<file path="config.mk">
export PLATFORM = sky130hd
export DESIGN_NAME = cmp_tmr_unit
export DESIGN_NICKNAME = d
export VERILOG_FILES = /design/src/rtl/cmp_tmr_pkg.sv /design/src/rtl/cmp_tmr_count.sv /design/src/rtl/cmp_tmr_local.sv /design/src/rtl/cmp_tmr_unit.sv
export SDC_FILE = /design/constraint.sdc
export NUM_CORES = 1
export LEC_CHECK = 0
export BUFFER_PORTS_ARGS = -buffer_cell sky130_fd_sc_hd__buf_2
export CAP_MARGIN = 40
export CORE_UTILIZATION = 54
export DETAILED_ROUTE_END_ITERATION = 6
export GPL_TIMING_DRIVEN = 0
export PLACE_DENSITY = 0.77
export SYNTH_ARGS = -nofsm -noshare
export SYNTH_HDL_FRONTEND = slang
export SYNTH_SLANG_ARGS = --single-unit
</file>
<file path="constraint.sdc">
create_clock -name clk_i -period 5.1 [get_ports clk_i]
set_clock_uncertainty 0.2 [all_clocks]
set_input_delay 1.53 -clock clk_i [delete_from_list [all_inputs] [get_ports clk_i]]
set_output_delay 1.53 -clock clk_i [all_outputs]
set_load 0.005 [all_outputs]
</file>
<file path="src/rtl/cmp_tmr_pkg.sv">
package cmp_tmr_pkg;
   localparam int unsigned BUS_W   = 32;
   localparam int unsigned MASK_W  = 6;
   localparam int unsigned CMP_BIT = 1;
   localparam int unsigned MAP_ON  = 31;

   typedef enum logic [3:0] {
      WIN_SHARED = 4'h0,
      WIN_LOCAL  = 4'h1,
      WIN_OTHER  = 4'h2
   } win_e;

   localparam logic [3:0] S_CFG     = 4'h0;
   localparam logic [3:0] S_CNT     = 4'h1;
   localparam logic [3:0] S_CNT_HI  = 4'h2;
   localparam logic [3:0] S_USR_CNT = 4'h3;

   localparam logic [3:0] L_CTL      = 4'h0;
   localparam logic [3:0] L_PEND     = 4'h1;
   localparam logic [3:0] L_MASK     = 4'h2;
   localparam logic [3:0] L_MASK_CLR = 4'h3;
   localparam logic [3:0] L_MASK_SET = 4'h4;
   localparam logic [3:0] L_MAP      = 4'h5;
   localparam logic [3:0] L_SEL      = 4'h6;
   localparam logic [3:0] L_IDENT    = 4'h7;
   localparam logic [3:0] L_CMP      = 4'h8;

   localparam logic [MASK_W-1:0] MASK_RST = 6'h32;
   localparam logic [BUS_W-1:0]  MAP_RST  = 32'h8000_0000;
   localparam logic [BUS_W-1:0]  MAP_KEEP = 32'h8000_003F;
endpackage

</file>
<file path="src/rtl/cmp_tmr_count.sv">
module cmp_tmr_count #(
   parameter int unsigned CNT_W = 32
) (
   input  logic             clk_i,
   input  logic             rst_ni,
   input  logic             halt_wr_i,
   input  logic             halt_val_i,
   input  logic             load_i,
   input  logic [CNT_W-1:0] load_val_i,
   output logic             halt_o,
   output logic             tick_o,
   output logic [CNT_W-1:0] cnt_o,
   output logic [CNT_W-1:0] cnt_next_o
);
   logic             halt_q;
   logic [CNT_W-1:0] cnt_q;

   assign cnt_next_o = cnt_q + {{(CNT_W-1){1'b0}}, 1'b1};
   assign tick_o     = !halt_q;
   assign halt_o     = halt_q;
   assign cnt_o      = cnt_q;

   always_ff @(posedge clk_i or negedge rst_ni) begin
      if (!rst_ni) begin
         halt_q <= 1'b0;
      end else if (halt_wr_i && (halt_val_i != halt_q)) begin
         halt_q <= halt_val_i;
      end
   end

   always_ff @(posedge clk_i or negedge rst_ni) begin
      if (!rst_ni) begin
         cnt_q <= '0;
      end else if (halt_q) begin
         if (load_i) cnt_q <= load_val_i;
      end else begin
         cnt_q <= cnt_next_o;
      end
   end
endmodule

</file>
<file path="src/rtl/cmp_tmr_local.sv">
module cmp_tmr_local
   import cmp_tmr_pkg::*;
#(
   parameter int unsigned CNT_W    = 32,
   parameter int unsigned NUM_PROC = 2,
   parameter int unsigned IDX_W    = 1,
   parameter int unsigned MAX_PIN  = 5,
   parameter int unsigned NUM_PINS = MAX_PIN + 1
) (
   input  logic              clk_i,
   input  logic              rst_ni,
   input  logic              wr_i,
   input  logic [3:0]        off_i,
   input  logic [BUS_W-1:0]  wdata_i,
   input  logic              tick_i,
   input  logic [CNT_W-1:0]  cnt_next_i,
   output logic [MASK_W-1:0] pend_o,
   output logic [MASK_W-1:0] mask_o,
   output logic [BUS_W-1:0]  map_o,
   output logic [CNT_W-1:0]  cmp_o,
   output logic [IDX_W-1:0]  sel_o,
   output logic [NUM_PINS-1:0] pin_o
);
   logic              cmp_pend_q;
   logic [MASK_W-1:0] mask_q;
   logic [BUS_W-1:0]  map_q;
   logic [CNT_W-1:0]  cmp_q;
   logic [IDX_W-1:0]  sel_q;
   logic              cmp_wr, map_ok, sel_ok, fire;

   assign cmp_wr = wr_i && (off_i == L_CMP);
   assign map_ok = (wdata_i[5:0] <= 6'(MAX_PIN));
   assign sel_ok = (wdata_i < BUS_W'(NUM_PROC));
   assign fire   = cmp_pend_q && mask_q[CMP_BIT] && map_q[MAP_ON];

   always_ff @(posedge clk_i or negedge rst_ni) begin
      if (!rst_ni) begin
         cmp_pend_q <= 1'b0;
      end else if (cmp_wr) begin
         cmp_pend_q <= 1'b0;
      end else if (tick_i && (cnt_next_i == cmp_q)) begin
         cmp_pend_q <= 1'b1;
      end
   end

   always_ff @(posedge clk_i or negedge rst_ni) begin
      if (!rst_ni) begin
         mask_q <= MASK_RST;
         map_q  <= MAP_RST;
         cmp_q  <= '1;
         sel_q  <= '0;
      end else if (wr_i) begin
         case (off_i)
            L_MASK_SET: mask_q <= mask_q | wdata_i[MASK_W-1:0];
            L_MASK_CLR: mask_q <= mask_q & ~wdata_i[MASK_W-1:0];
            L_MAP:      if (map_ok) map_q <= wdata_i & MAP_KEEP;
            L_SEL:      if (sel_ok) sel_q <= wdata_i[IDX_W-1:0];
            L_CMP:      cmp_q <= wdata_i[CNT_W-1:0];
            default:    ;
         endcase
      end
   end

   for (genvar k = 0; k < NUM_PINS; k++) begin : g_pin
      assign pin_o[k] = fire && (map_q[5:0] == 6'(k));
   end

   always_comb begin
      pend_o          = '0;
      pend_o[CMP_BIT] = cmp_pend_q;
   end
   assign mask_o = mask_q;
   assign map_o  = map_q;
   assign cmp_o  = cmp_q;
   assign sel_o  = sel_q;
endmodule

</file>
<file path="src/rtl/cmp_tmr_unit.sv">
module cmp_tmr_unit
   import cmp_tmr_pkg::*;
#(
   parameter int unsigned NUM_PROC = 2,
   parameter int unsigned NUM_SRC  = 16,
   parameter int unsigned CNT_W    = 32,
   parameter int unsigned MAX_PIN  = 5,
   parameter int unsigned NUM_PINS = MAX_PIN + 1,
   parameter int unsigned IDX_W    = (NUM_PROC > 1) ? $clog2(NUM_PROC) : 1
) (
   input  logic                         clk_i,
   input  logic                         rst_ni,
   input  logic                         req_i,
   input  logic                         we_i,
   input  logic [7:0]                   addr_i,
   input  logic [31:0]                  wdata_i,
   input  logic [IDX_W-1:0]             proc_i,
   output logic [31:0]                  rdata_o,
   output logic [NUM_PROC*NUM_PINS-1:0] irq_o
);
   localparam logic [7:0] SRC_FIELD  = 8'(NUM_SRC / 8 - 1);
   localparam logic [7:0] PROC_FIELD = 8'(NUM_PROC);

   if (NUM_PROC < 1 || NUM_PROC > 255) begin : g_bad_proc
      $error("NUM_PROC must be 1..255");
   end
   if (NUM_SRC < 8 || (NUM_SRC % 8) != 0 || NUM_SRC > 2048) begin : g_bad_src
      $error("NUM_SRC must be a multiple of 8 in 8..2048");
   end
   if (CNT_W < 2 || CNT_W > 32) begin : g_bad_cnt
      $error("CNT_W must be 2..32");
   end
   if (MAX_PIN > 63) begin : g_bad_pin
      $error("MAX_PIN must fit the 6-bit pin field");
   end

   logic [3:0] win, off;
   logic       wr, shared_wr, win_loc;
   assign win       = addr_i[7:4];
   assign off       = addr_i[3:0];
   assign wr        = req_i && we_i;
   assign shared_wr = wr && (win == WIN_SHARED);
   assign win_loc   = (win == WIN_LOCAL) || (win == WIN_OTHER);

   logic             halt, tick, cnt_load;
   logic [CNT_W-1:0] cnt_q, cnt_next;
   assign cnt_load = shared_wr && (off == S_CNT);

   cmp_tmr_count #(.CNT_W(CNT_W)) i_count (
      .clk_i      (clk_i),
      .rst_ni     (rst_ni),
      .halt_wr_i  (shared_wr && (off == S_CFG)),
      .halt_val_i (wdata_i[0]),
      .load_i     (cnt_load),
      .load_val_i (wdata_i[CNT_W-1:0]),
      .halt_o     (halt),
      .tick_o     (tick),
      .cnt_o      (cnt_q),
      .cnt_next_o (cnt_next)
   );

   logic [NUM_PROC-1:0][MASK_W-1:0] pend_arr, mask_arr;
   logic [NUM_PROC-1:0][BUS_W-1:0]  map_arr;
   logic [NUM_PROC-1:0][CNT_W-1:0]  cmp_arr;
   logic [NUM_PROC-1:0][IDX_W-1:0]  sel_arr;
   logic [NUM_PROC-1:0]             cmp_wr_vec;
   logic [IDX_W-1:0]                tgt;

   if (NUM_PROC == 1) begin : g_single
      assign tgt = '0;
   end else begin : g_multi
      assign tgt = (win == WIN_OTHER) ? sel_arr[proc_i] : proc_i;
   end

   for (genvar p = 0; p < NUM_PROC; p++) begin : g_proc
      logic lwr;
      assign lwr           = wr && win_loc && (tgt == IDX_W'(p));
      assign cmp_wr_vec[p] = lwr && (off == L_CMP);

      cmp_tmr_local #(
         .CNT_W    (CNT_W),
         .NUM_PROC (NUM_PROC),
         .IDX_W    (IDX_W),
         .MAX_PIN  (MAX_PIN),
         .NUM_PINS (NUM_PINS)
      ) i_local (
         .clk_i      (clk_i),
         .rst_ni     (rst_ni),
         .wr_i       (lwr),
         .off_i      (off),
         .wdata_i    (wdata_i),
         .tick_i     (tick),
         .cnt_next_i (cnt_next),
         .pend_o     (pend_arr[p]),
         .mask_o     (mask_arr[p]),
         .map_o      (map_arr[p]),
         .cmp_o      (cmp_arr[p]),
         .sel_o      (sel_arr[p]),
         .pin_o      (irq_o[p*NUM_PINS +: NUM_PINS])
      );
   end

   always_comb begin
      rdata_o = '0;
      if (win == WIN_SHARED) begin
         case (off)
            S_CFG:     rdata_o = {8'h00, PROC_FIELD, SRC_FIELD, 7'h00, halt};
            S_CNT,
            S_USR_CNT: rdata_o = BUS_W'(cnt_q);
            default:   rdata_o = '0;
         endcase
      end else if (win_loc) begin
         case (off)
            L_PEND:  rdata_o = BUS_W'(pend_arr[tgt]);
            L_MASK:  rdata_o = BUS_W'(mask_arr[tgt]);
            L_MAP:   rdata_o = map_arr[tgt];
            L_SEL:   rdata_o = BUS_W'(sel_arr[tgt]);
            L_IDENT: rdata_o = BUS_W'(tgt);
            L_CMP:   rdata_o = BUS_W'(cmp_arr[tgt]);
            default: rdata_o = '0;
         endcase
      end
   end
endmodule

</file>
-- Yosys cells after proc, flatten, opt, wreduce, memory -nomap -nowiden
Cells that the tools add are included.
- equal/unequal tests: 24
- bitwise operators: 6
- muxes and demuxes: 25
- add/sub/neg operators: 1
- $lt $le $gt $ge: 4
- reductions and logical operators: 46
- operator list (operator ; number):
    32-bit two-way mux ; 8
    32-bit one-hot mux with 6 select lines ; 1
    32-bit equality test ; 2
    32-bit one-hot mux with 2 select lines ; 1
    32-bit by 1-bit adder with 32-bit output (second input constant) ; 1
    32-bit by 2-bit < comparator with 1-bit output (second input constant) ; 1
    1-bit logical AND ; 28
    6-bit by 2-bit equality test with 1-bit output (second input constant) ; 4
    6-bit by 3-bit equality test with 1-bit output (second input constant) ; 4
    6-bit one-hot mux with 2 select lines ; 2
    6-bit two-way mux ; 3
    4-bit by 3-bit equality test with 1-bit output (second input constant) ; 4
    6-bit AND ; 2
    4-bit by 2-bit equality test with 1-bit output (second input constant) ; 3
    6-bit by 1-bit equality test with 1-bit output (second input constant) ; 2
    6-bit zero test ; 2
    6-bit bitwise OR ; 2
    3-bit AND reduction ; 4
    1-bit two-way mux ; 9
    4-bit by 1-bit equality test with 1-bit output (second input constant) ; 2
    4-bit zero test ; 2
    2-bit AND reduction ; 4
    6-bit by 3-bit <= comparator with 1-bit output (second input constant) ; 1
    6-bit inverter ; 1
    other kinds (10) ; 13
- input bits: 45
- register bits: 127
- logic and storage cells: 118

-- Depth between registers and ports, before layout
Gate-level depths: netlist of run 1.
- word-level depth: 8
- gate-level depth with buffers: 12
- mapped depth without buffers: 9

-- Cells and area by module
From an unflattened synthesis of run 1, not the netlist that was laid out.
- cells, all modules: 944
- area total of the unflattened synthesis: 9477.8 um^2
- by module, submodules not included (module ; cells each ; seq. area each (um^2) ; instances ; area each (um^2)):
    cmp_tmr_local ; 213 ; 1221.2 ; 2 ; 2618.8
    cmp_tmr_count ; 296 ; 825.8 ; 1 ; 2544.9
    cmp_tmr_unit ; 222 ; 0.0 ; 1 ; 1695.4

-- Worst setup path before layout of run 1
No wires, ideal clock.
- kind: input to output
- start: input addr_i[7]
- end: output rdata_o[2]
- arrival time: 3.487 ns
- cell stages on the path: 8
- path buffers: 3
- setup slack: -0.117 ns
- cells stage by stage: nor3_1 -> and4b_1 -> or2_2 -> clkbuf_1 -> buf_2 -> buf_1 -> nand2_1 -> a32o_1
- longest elaborated chain between the ends: 7
- RTL lines (what ; line ; RTL):
    start: declaration ; cmp_tmr_unit.sv:15 ; input logic [7:0] addr_i,
    4-bit by 2-bit equality test with 1-bit output ; cmp_tmr_unit.sv:43, cmp_tmr_unit.sv:72 ;
    1-bit two-way mux ; cmp_tmr_unit.sv:72 ; assign tgt = (win == WIN_OTHER) ? sel_arr[proc_i] : proc_i;
    32-bit two-way mux (not written as such) (tied with other cells) (2 in series) ; cmp_tmr_unit.sv:119 ; L_CMP: rdata_o = BUS_W'(cmp_arr[tgt]);
    32-bit one-hot mux with 6 select lines ; cmp_tmr_unit.sv:113 ; case (off)
    32-bit two-way mux ; cmp_tmr_unit.sv:112 ; end else if (win_loc) begin
    32-bit two-way mux (*) ; cmp_tmr_unit.sv:105 ; if (win == WIN_SHARED) begin
    end: declaration ; cmp_tmr_unit.sv:18 ; output logic [31:0] rdata_o,
Mark *: on every way between the ends. The rest lies on a longest branch, timed or not. The select of a mux whose other input is x is not followed.

-- Worst setup path in the final report of run 1
- start: input addr_i[4]
- end: output rdata_o[1]
- longest elaborated chain between the ends: 7
- RTL lines (what ; line):
    4-bit by 2-bit equality test with 1-bit output ; cmp_tmr_unit.sv:43, cmp_tmr_unit.sv:72
    1-bit two-way mux ; cmp_tmr_unit.sv:72
    32-bit two-way mux (not written as such) (tied with other cells) (2 in series) ; cmp_tmr_unit.sv:119
    32-bit one-hot mux with 6 select lines ; cmp_tmr_unit.sv:113
    32-bit two-way mux ; cmp_tmr_unit.sv:112
    32-bit two-way mux (*) ; cmp_tmr_unit.sv:105
Marks and branches as above.

==> metrics.md, run 1 <==
| Metric | Value |
|---|---|
| Num CTS Buffers | 17 |
| Final ANT Viol Nets | 0 |
| Dpl ws | -0.7875 ns |
| Synth Area in XOR/XNOR | 0.08623 |
| Initial core utilization | 0.5596 |
| TritonRoute pass-1 iters | 6 |
| Remaining DRCs | 0 |
| Synth Net Count | 974 |
| Final #Nets | 1,085 |
| Total grt overflow | 0 |
| Fin worst setup slack | -0.01339 ns |
| #FFs+latches synth | 127 |
| Cell area after layout | 10,110 um2 |
| Synthesis Warnings | 0 |
| Area delta synth->final | 17.06% |
| Measured slew at the worst slew-check pin | 0.9414 ns |
| PD cells | 327.0 nW/um2 |
| Compound-Gate Fraction of Synth Area | 0.1430 |
| Largest family of logic cells by synthesized area | simple AND/OR/NAND/NOR gates |
| Most frequent cells in the layout | 108 x nand2_1, 94 x buf_2, 86 x mux2_2, 72 x dfstp_2, 64 x o21ai_0 |
| Placement Rows | 45 |
| Startpoint Class | input port |
| I/O Buffers | 81 |
| Mapped cell area | 8633 um2 |
| Max Cap Violations | 0 |
| Min Tclk post-route | 5.113 ns |
| Largest net degree at the start of global routing | 81 |
| # hold bufs at CTS | 0 |
| Vias in the first global route | 7,840 |
| Crit path buffers/inverters | 3 |
| DIE HEIGHT | 128.4 um |
| Stages on the worst setup path | 9 |
| Avg WL per Cell | 22.57 um |
| DP Cell Count | 1,224 |
| Via/cell ratio | 6.541 |
| Final hold violations | 0 |
| Layout Cells excl Fill | 1,264 |
| P_leak | 0.004283 uW |
| Final period util | 1.003 |
| Worst vdd ir | 0.2570 mV |
| Critical path class | input port to primary output |
| Mux cell area share after synthesis | 0.1539 |
| Worst Path Arrival | 3.38 ns |
| Distinct cell type count after synthesis | 77 |
| DIE WIDTH | 128.4 um |
| Tot GR Track Use | 0.3569 |
| Ys flop type | dfstp_2 |
| Slew Viols, Final | 0 |
| Core footprint | 15,430 um2 |
| Buffer depth of the longest clock path | 2 |
| Failing checks | setup timing |
| Htree depth | 4 |
| Via total after detailed routing | 8,268 |
| Crit Path Max Fanout | 7 |
| Crit path largest cell delay | 0.35 ns |
| Most frequent CP cell | buf_2 |
| CP endpoint kind | primary output |
| Slowest CP cell | or2_4 |
| Synthesized-area fraction occupied by adder cells | 0.002609 |
| Root buffer cell | clkbuf_16 |
| First-pass GRT wire length | 44,080 um |
| TritonCTS Sinks | 127 |
| RSZ-0062 raised after global routing | true |
| Syn_area_per_cell | 9.303 um2 |
| Number of DRC markers in iteration 0 | 1,090 |
| Placed Area | 9358 um2 |
| R2R cell count | 9 |
| Async SR Flop Fraction | 1.000 |
| CTS tree | yes |
| Fmax | 195.6 MHz |
| Total power | 3304 uW |
| Final Wtd Congestion | 0.9726 |
| Initial antenna violation count | 1 |
| Commonest non-fill, non-tap cell in the layout | nand2_1 |
| Post-synth EDFFs | 0 |
| Final HPWL DP | 20,080 um |
| Syn Inst Count | 928 |
| Layout cell share with drive strength beyond 1 | 0.3251 |
| I/O Pins | 89 |
| Clock-pin slew on the worst setup and hold paths | 0.06 ns |
| Die area | 16,500 um2 |
| Worst Hold Class | flip-flop to flip-flop |
| Simple-gate portion of the synthesized area | 0.1925 |
| WP data required | 3.37 ns |
| Outcome | complete, but fails checks |
| Slew HR | 0.3712 |
| WHS Path Cells | 1 |
| Final wirelength | 28,530 um |
| Worst-Skew Late Latency | 0.43 ns |
| Post-synthesis sequential area ratio | 0.3786 |
| Crit path cell chain | buf_2 -> nor3_4 -> a31oi_2 -> or2_4 -> buf_4 -> mux2i_1 -> o221ai_1 -> a22o_1 -> buf_2 |
| Final-report setup violation count | 2 |
| Top Family by Delay on Critical Path | compound AO/OA/AOI/OAI gates |
worst register-to-register path: cells and delay by family (launching register included):
family | cells | cell delay, ns
buffers and inverters | 1 | 0.28
AO/OA/AOI/OAI | 2 | 0.64
flip-flops | 1 | 0.35
XOR/XNOR | 1 | 0.16
AND/OR/NAND/NOR | 5 | 2.00
synth_stat cells, drive strengths merged (5+ instances only):
cell type  count  share of area
nor4          23          0.021
dfstp         72           0.22
inv           19         0.0083
and2           6         0.0046
clkbuf        41          0.018
a222oi         9          0.010
xor2          24          0.024
nand2        109          0.047
dfrtp         55           0.16
mux2          86           0.11
nor3          33          0.020
mux2i         36          0.042
nand4         17          0.014
a22oi          5         0.0043
buf           26          0.016
nor2b          6         0.0043
and4           5         0.0052
nor2          41          0.018
xnor2         61          0.062
nand3         29          0.020
a21oi         46          0.027
and3          11         0.0080
o32ai          7         0.0071
o22ai          7         0.0051
o31ai          5         0.0049
or3            8         0.0058
o21ai         65          0.038
repair_timing:
item                       4_1_cts  5_1_grt
setup endpoints to repair       32       30
resized for setup               20       17
hold endpoints to repair         0        0
setup buffers                    2        6
pin swaps                        3        4
where the power goes:
group / internal (uW) / switching (uW) / total, uW
Sequential: 1110 / 72.5 / 1180
Combinational: 313 / 551 / 864
Clock: 734 / 524 / 1260
Total: 2160 / 1150 / 3300
final timing paths:
| path | startpoint | endpoint | slack, ns |
|---|---|---|---|
| setup reg to reg | i_count.cnt_o[1] | g_proc[1].i_local.cmp_pend_q | 1.37 |
| max in group asynchronous | rst_ni | g_proc[1].i_local.cmp_o[13] | 3.08 |
| hold reg to reg | flip-flop | flip-flop | 0.31 |
| setup / recovery | addr_i[4] | rdata_o[1] | -0.01 |
| min in group asynchronous | rst_ni | g_proc[0].i_local.map_o[2] | 0.82 |
| hold / removal | flip-flop | flip-flop | 0.31 |
per-stage QoR:
step                        util  setup TNS (ns)  hold slack (ns)
after floorplan                -               0           0.2680
after global placement    0.6031          -16.86           0.2878
after detailed placement  0.6066          -18.33           0.2982
after CTS                 0.6503               0           0.3122
after global routing      0.6549         -0.4762           0.3255
final                     0.6551        -0.01888           0.3135
flip-flops by register name, summed over array words and instances, names as in the netlist, named ones only:
name,cells
g_proc.i_local.sel_o,2
g_proc.i_local.map_o,14
i_count.halt_o,1
i_count.cnt_o,32
g_proc.i_local.cmp_pend_q,2
g_proc.i_local.cmp_o,64
cell type report:
| cell class | instances | area, um2 |
|---|---|---|
| flip-flops and latches | 127 | 3268 |
| clock inverters | 15 | 172.7 |
| repair buffers | 93 | 519.2 |
| clock buffers | 17 | 425.4 |
| fillers | 1324 | 5321 |
| well taps | 211 | 264.0 |
| diodes | 1 | 2.502 |
| multi-input cells | 714 | 5049 |
| plain buffers | 66 | 330.3 |
| inverters | 20 | 75.07 |
layer usage:
| metal | vias up | GRT usage | wire length (um) |
|---|---|---|---|
| met5 | - | 0 | 0 |
| met4 | 0 | 0.1529 | 1085 |
| met3 | 105 | 0.09647 | 3227 |
| met2 | 549 | 0.5294 | 12630 |
| met1 | 3990 | 0.4909 | 11590 |
| li1 | 3624 | - | - |
logic make-up (layout without fill, tap and decap cells):
family / count (synthesis) / after routing
mux: 122 / 122
xor+xnor: 85 / 85
flops: 127 / 127
fa+ha+maj: 2 / 2
other cells: 0 / 1
simple gates: 315 / 315
compound gates: 190 / 190
buf+inv: 87 / 211
Power figures use the tool's default switching activity.
==> run 2: changes to the inputs <==
Settings changed: ABC_AREA set to 1.
==> metrics.md, run 2 <==
| Metric | Value |
|---|---|
| Outcome | finished, final reports clean |
| I/O Pins | 89 (unchanged) |
| TritonCTS Sinks | 127 (unchanged) |
| Area leader, netlist | dfstp_2 |
| Post-synth EDFFs | 0 (unchanged) |
| Mapped cell area | 8642 um2 (+0.10%) |
| # hold bufs at CTS | 0 (unchanged) |
| WP data required | 3.37 ns (about the same) |
| Flop pwr share | 0.345 (-0.013) |
| Number of DRC markers in iteration 0 | 1,241 (+14%) |
| Syn_area_per_cell | 6.607 um2 (-29%) |
| Max Cap Violations | 0 (unchanged) |
| Cell area after layout | 10,070 um2 (-0.35%) |
| Final period util | 0.9951 (-0.007483) |
| Crit. Startpoint | addr_i[1] |
| Placed Area | 9388 um2 (+0.32%) |
| Placement Rows | 45 (unchanged) |
| Via total after detailed routing | 9,861 (+19%) |
| Final #Nets | 1,466 (+35%) |
| Worst-Skew Late Latency | 0.43 ns (about the same) |
| Final-report setup violation count | 0 (-2) |
| RR Startpoint | i_count.cnt_o[0] |
| DIE HEIGHT | 128.5 um (about the same) |
| P_leak | 0.004843 uW (+13%) |
| Tot GR Track Use | 0.3981 (+0.04116) |
| Largest net degree at the start of global routing | 78 (-3.7%) |
| Worst Hold Class | flip-flop to flip-flop |
| Synthesis Warnings | 0 (unchanged) |
| Dpl ws | -0.5729 ns (+0.2146 ns) |
| Top-count cell post-synth | nand2_1 |
| CP endpoint kind | primary output |
| Buffer depth of the longest clock path | 2 (unchanged) |
| RSZ-0062 raised after global routing | true |
| Top cell type's share of synthesized area | 0.2189 (-0.0002221) |
| Avg WL per Cell | 19.31 um (-14%) |
| Crit Path Max Fanout | 10 (+3) |
| First-pass GRT wire length | 49,070 um (+11%) |
| Measured slew at the worst slew-check pin | 0.7956 ns (-0.1458 ns) |
| Largest register FFs | 64 (unchanged) |
| Fmax | 197.0 MHz (+0.75%) |
| Commonest non-fill, non-tap cell in the layout | nand2_1 |
| I/O Buffers | 88 (+8.6%) |
| Slew Viols, Final | 0 (unchanged) |
| Crit path cell chain | buf_2 -> nor2_1 -> inv_1 -> nor3_4 -> inv_2 -> nor2_4 -> clkbuf_2 -> o21ai_0 -> o22ai_1 -> buf_2 |
| Final wirelength | 31,740 um (+11%) |
| Post-synthesis sequential area ratio | 0.3782 (-0.0003836) |
| Remaining DRCs | 0 (unchanged) |
| Crit path to | rdata_o[15] |
| Synth area leaders | dfstp_2 22%, dfrtp_1 16%, nand2_1 15%, o21ai_0 10%, inv_1 7.2% |
| R2R cell count | 15 (+6) |
| Vias in the first global route | 9,100 (+16%) |
| Layout cell share with drive strength beyond 1 | 0.1759 (-0.1492) |
| Crit path largest cell delay | 0.37 ns (+0.02 ns) |
| Total grt overflow | 0 (unchanged) |
| Worst vdd ir | 0.3149 mV (+23%) |
| Synth Net Count | 1,354 (+39%) |
| Fin worst setup slack | 0.02477 ns (+0.03816 ns) |
| Ys flop type | dfstp_2 |
| Slew HR | 0.4696 (+0.09840) |
| DIE WIDTH | 128.5 um (about the same) |
| Most frequent cells in the layout | 352 x nand2_1, 174 x o21ai_0, 164 x inv_1, 128 x nor2_1, 121 x nand3_1 |
| Final Wtd Congestion | 1.031 (+6.0%) |
| R2R Setup Slk | 2.24 ns (+0.87 ns) |
| Switch Pwr | 1616 uW (+41%) |
| Root buffer cell | clkbuf_16 |
| Initial core utilization | 0.5602 (+0.0005677) |
| Antenna Cells | 0 (-1) |
| #FFs+latches synth | 127 (unchanged) |
| Sw frac | 0.4020 (+0.05475) |
| Final ANT Viol Nets | 0 (unchanged) |
| Distinct cell type count after synthesis | 39 (-49%) |
| Core footprint | 15,430 um2 (unchanged) |
| Clock-pin slew on the worst setup and hold paths | 0.06 ns (about the same) |
| Commonest cells post-synth | 352 x nand2_1, 178 x o21ai_0, 165 x inv_1, 130 x nor2_1, 121 x nand3_1 |
| Final hold violations | 0 (unchanged) |
| Num CTS Buffers | 17 (unchanged) |
| Most frequent CP cell | buf_2 |
| Comb power frac | 0.337 (+0.075) |
| Htree depth | 4 (unchanged) |
| Final HPWL DP | 23,350 um (+16%) |
| Startpoint Class | input port |
| TritonRoute pass-1 iters | 5 (-1) |
| Syn Inst Count | 1,308 (+41%) |
| Critical path class | input port to primary output |
| Async SR Flop Fraction | 1.000 (unchanged) |
| Clock network power share | 0.318 (-0.063) |
| CTS tree | yes |
| Worst Path Arrival | 3.35 ns (-0.03 ns) |
| Internal | 2404 uW (+11%) |
| Via/cell ratio | 5.998 (-8.3%) |
| Slowest CP cell | clkbuf_2 |
| Area delta synth->final | 16.53% |
| FF-to-FF End | g_proc[1].i_local.cmp_pend_q |
| PD cells | 399.1 nW/um2 (+22%) |
| Min Tclk post-route | 5.075 ns (-0.03816 ns) |
| Initial antenna violation count | 0 (-1) |
| Die area | 16,510 um2 (+0.10%) |
## run 2: worst min path at each step
| stage | endpoint | cells past startpoint | slack [ns] | from |
|---|---|---|---|---|
| after global routing | g_proc[0].i_local.map_o[3] | 2 | 0.29 | g_proc[0].i_local.map_o[3] |
| after floorplan | g_proc[0].i_local.map_o[3] | 2 | 0.24 | g_proc[0].i_local.map_o[3] |
| after global placement | g_proc[0].i_local.map_o[3] | 2 | 0.25 | g_proc[0].i_local.map_o[3] |
| final | g_proc[0].i_local.map_o[3] | 2 | 0.27 | g_proc[0].i_local.map_o[3] |
| after CTS | g_proc[0].i_local.map_o[3] | 2 | 0.27 | g_proc[0].i_local.map_o[3] |
| after detailed placement | g_proc[0].i_local.map_o[3] | 2 | 0.25 | g_proc[0].i_local.map_o[3] |
## run 2: logic make-up after synthesis
group	after synthesis	synth area share
buf+inv	214	0.09454
flops	127	0.3782
xor+xnor	7	0.01028
simple gates	657	0.3258
fa+ha+maj	1	0.001448
compound gates	301	0.1886
mux	1	0.001158
## run 2: critical path, delay by kind of cell
kind	cells	cell delay, ns
buf+inv	5	0.92
simple gates	3	0.47
compound gates	2	0.41
## run 2: what timing repair did
item                       in CTS  in global routing
setup buffers                   0                  4
gates resized for setup        10                 22
setup endpoints to repair      28                 30
## run 2: per-stage QoR
stage                     hold slack (ns)  setup TNS (ns)  cells  utilization  power (uW)
final                              0.2671               0   1644       0.6528        4020
after global routing               0.2913        -0.03043   1644       0.6528        4253
after CTS                          0.2695        -0.04036   1640       0.6490        3969
after detailed placement           0.2529          -7.430   1609       0.6085        2693
after global placement             0.2507          -6.781   1607       0.6058        2658
after floorplan                    0.2361               0   1308            -        2307
## run 2: power by group through the flow
stage | Clock [uW] | Sequential [uW] | Combinational [uW]
2_1_floorplan | 0 | 1330 | 977
3_3_place_gp | 0 | 1390 | 1270
3_5_place_dp | 0 | 1390 | 1300
4_1_cts | 1280 | 1380 | 1310
5_1_grt | 1330 | 1410 | 1520
6_report | 1280 | 1390 | 1350
## run 2: layer usage
| layer | track usage | wire length (um) | up-vias |
|---|---|---|---|
| met4 | 0.2464 | 1991 | 0 |
| li1 | - | - | 4522 |
| met3 | 0.07692 | 3121 | 149 |
| met2 | 0.6315 | 14250 | 622 |
| met5 | 0 | 0 | - |
| met1 | 0.5028 | 12380 | 4568 |
## run 2: area by class of cell
type	count	area, um2
fill	1488	5356
multi-input combinational	967	4584
sequential	127	3268
inverter	172	649.4
timing repair buffer	94	511.7
clock buffer	19	442.9
tap	211	264.0
buffer	41	187.7
clock inverter	13	162.7
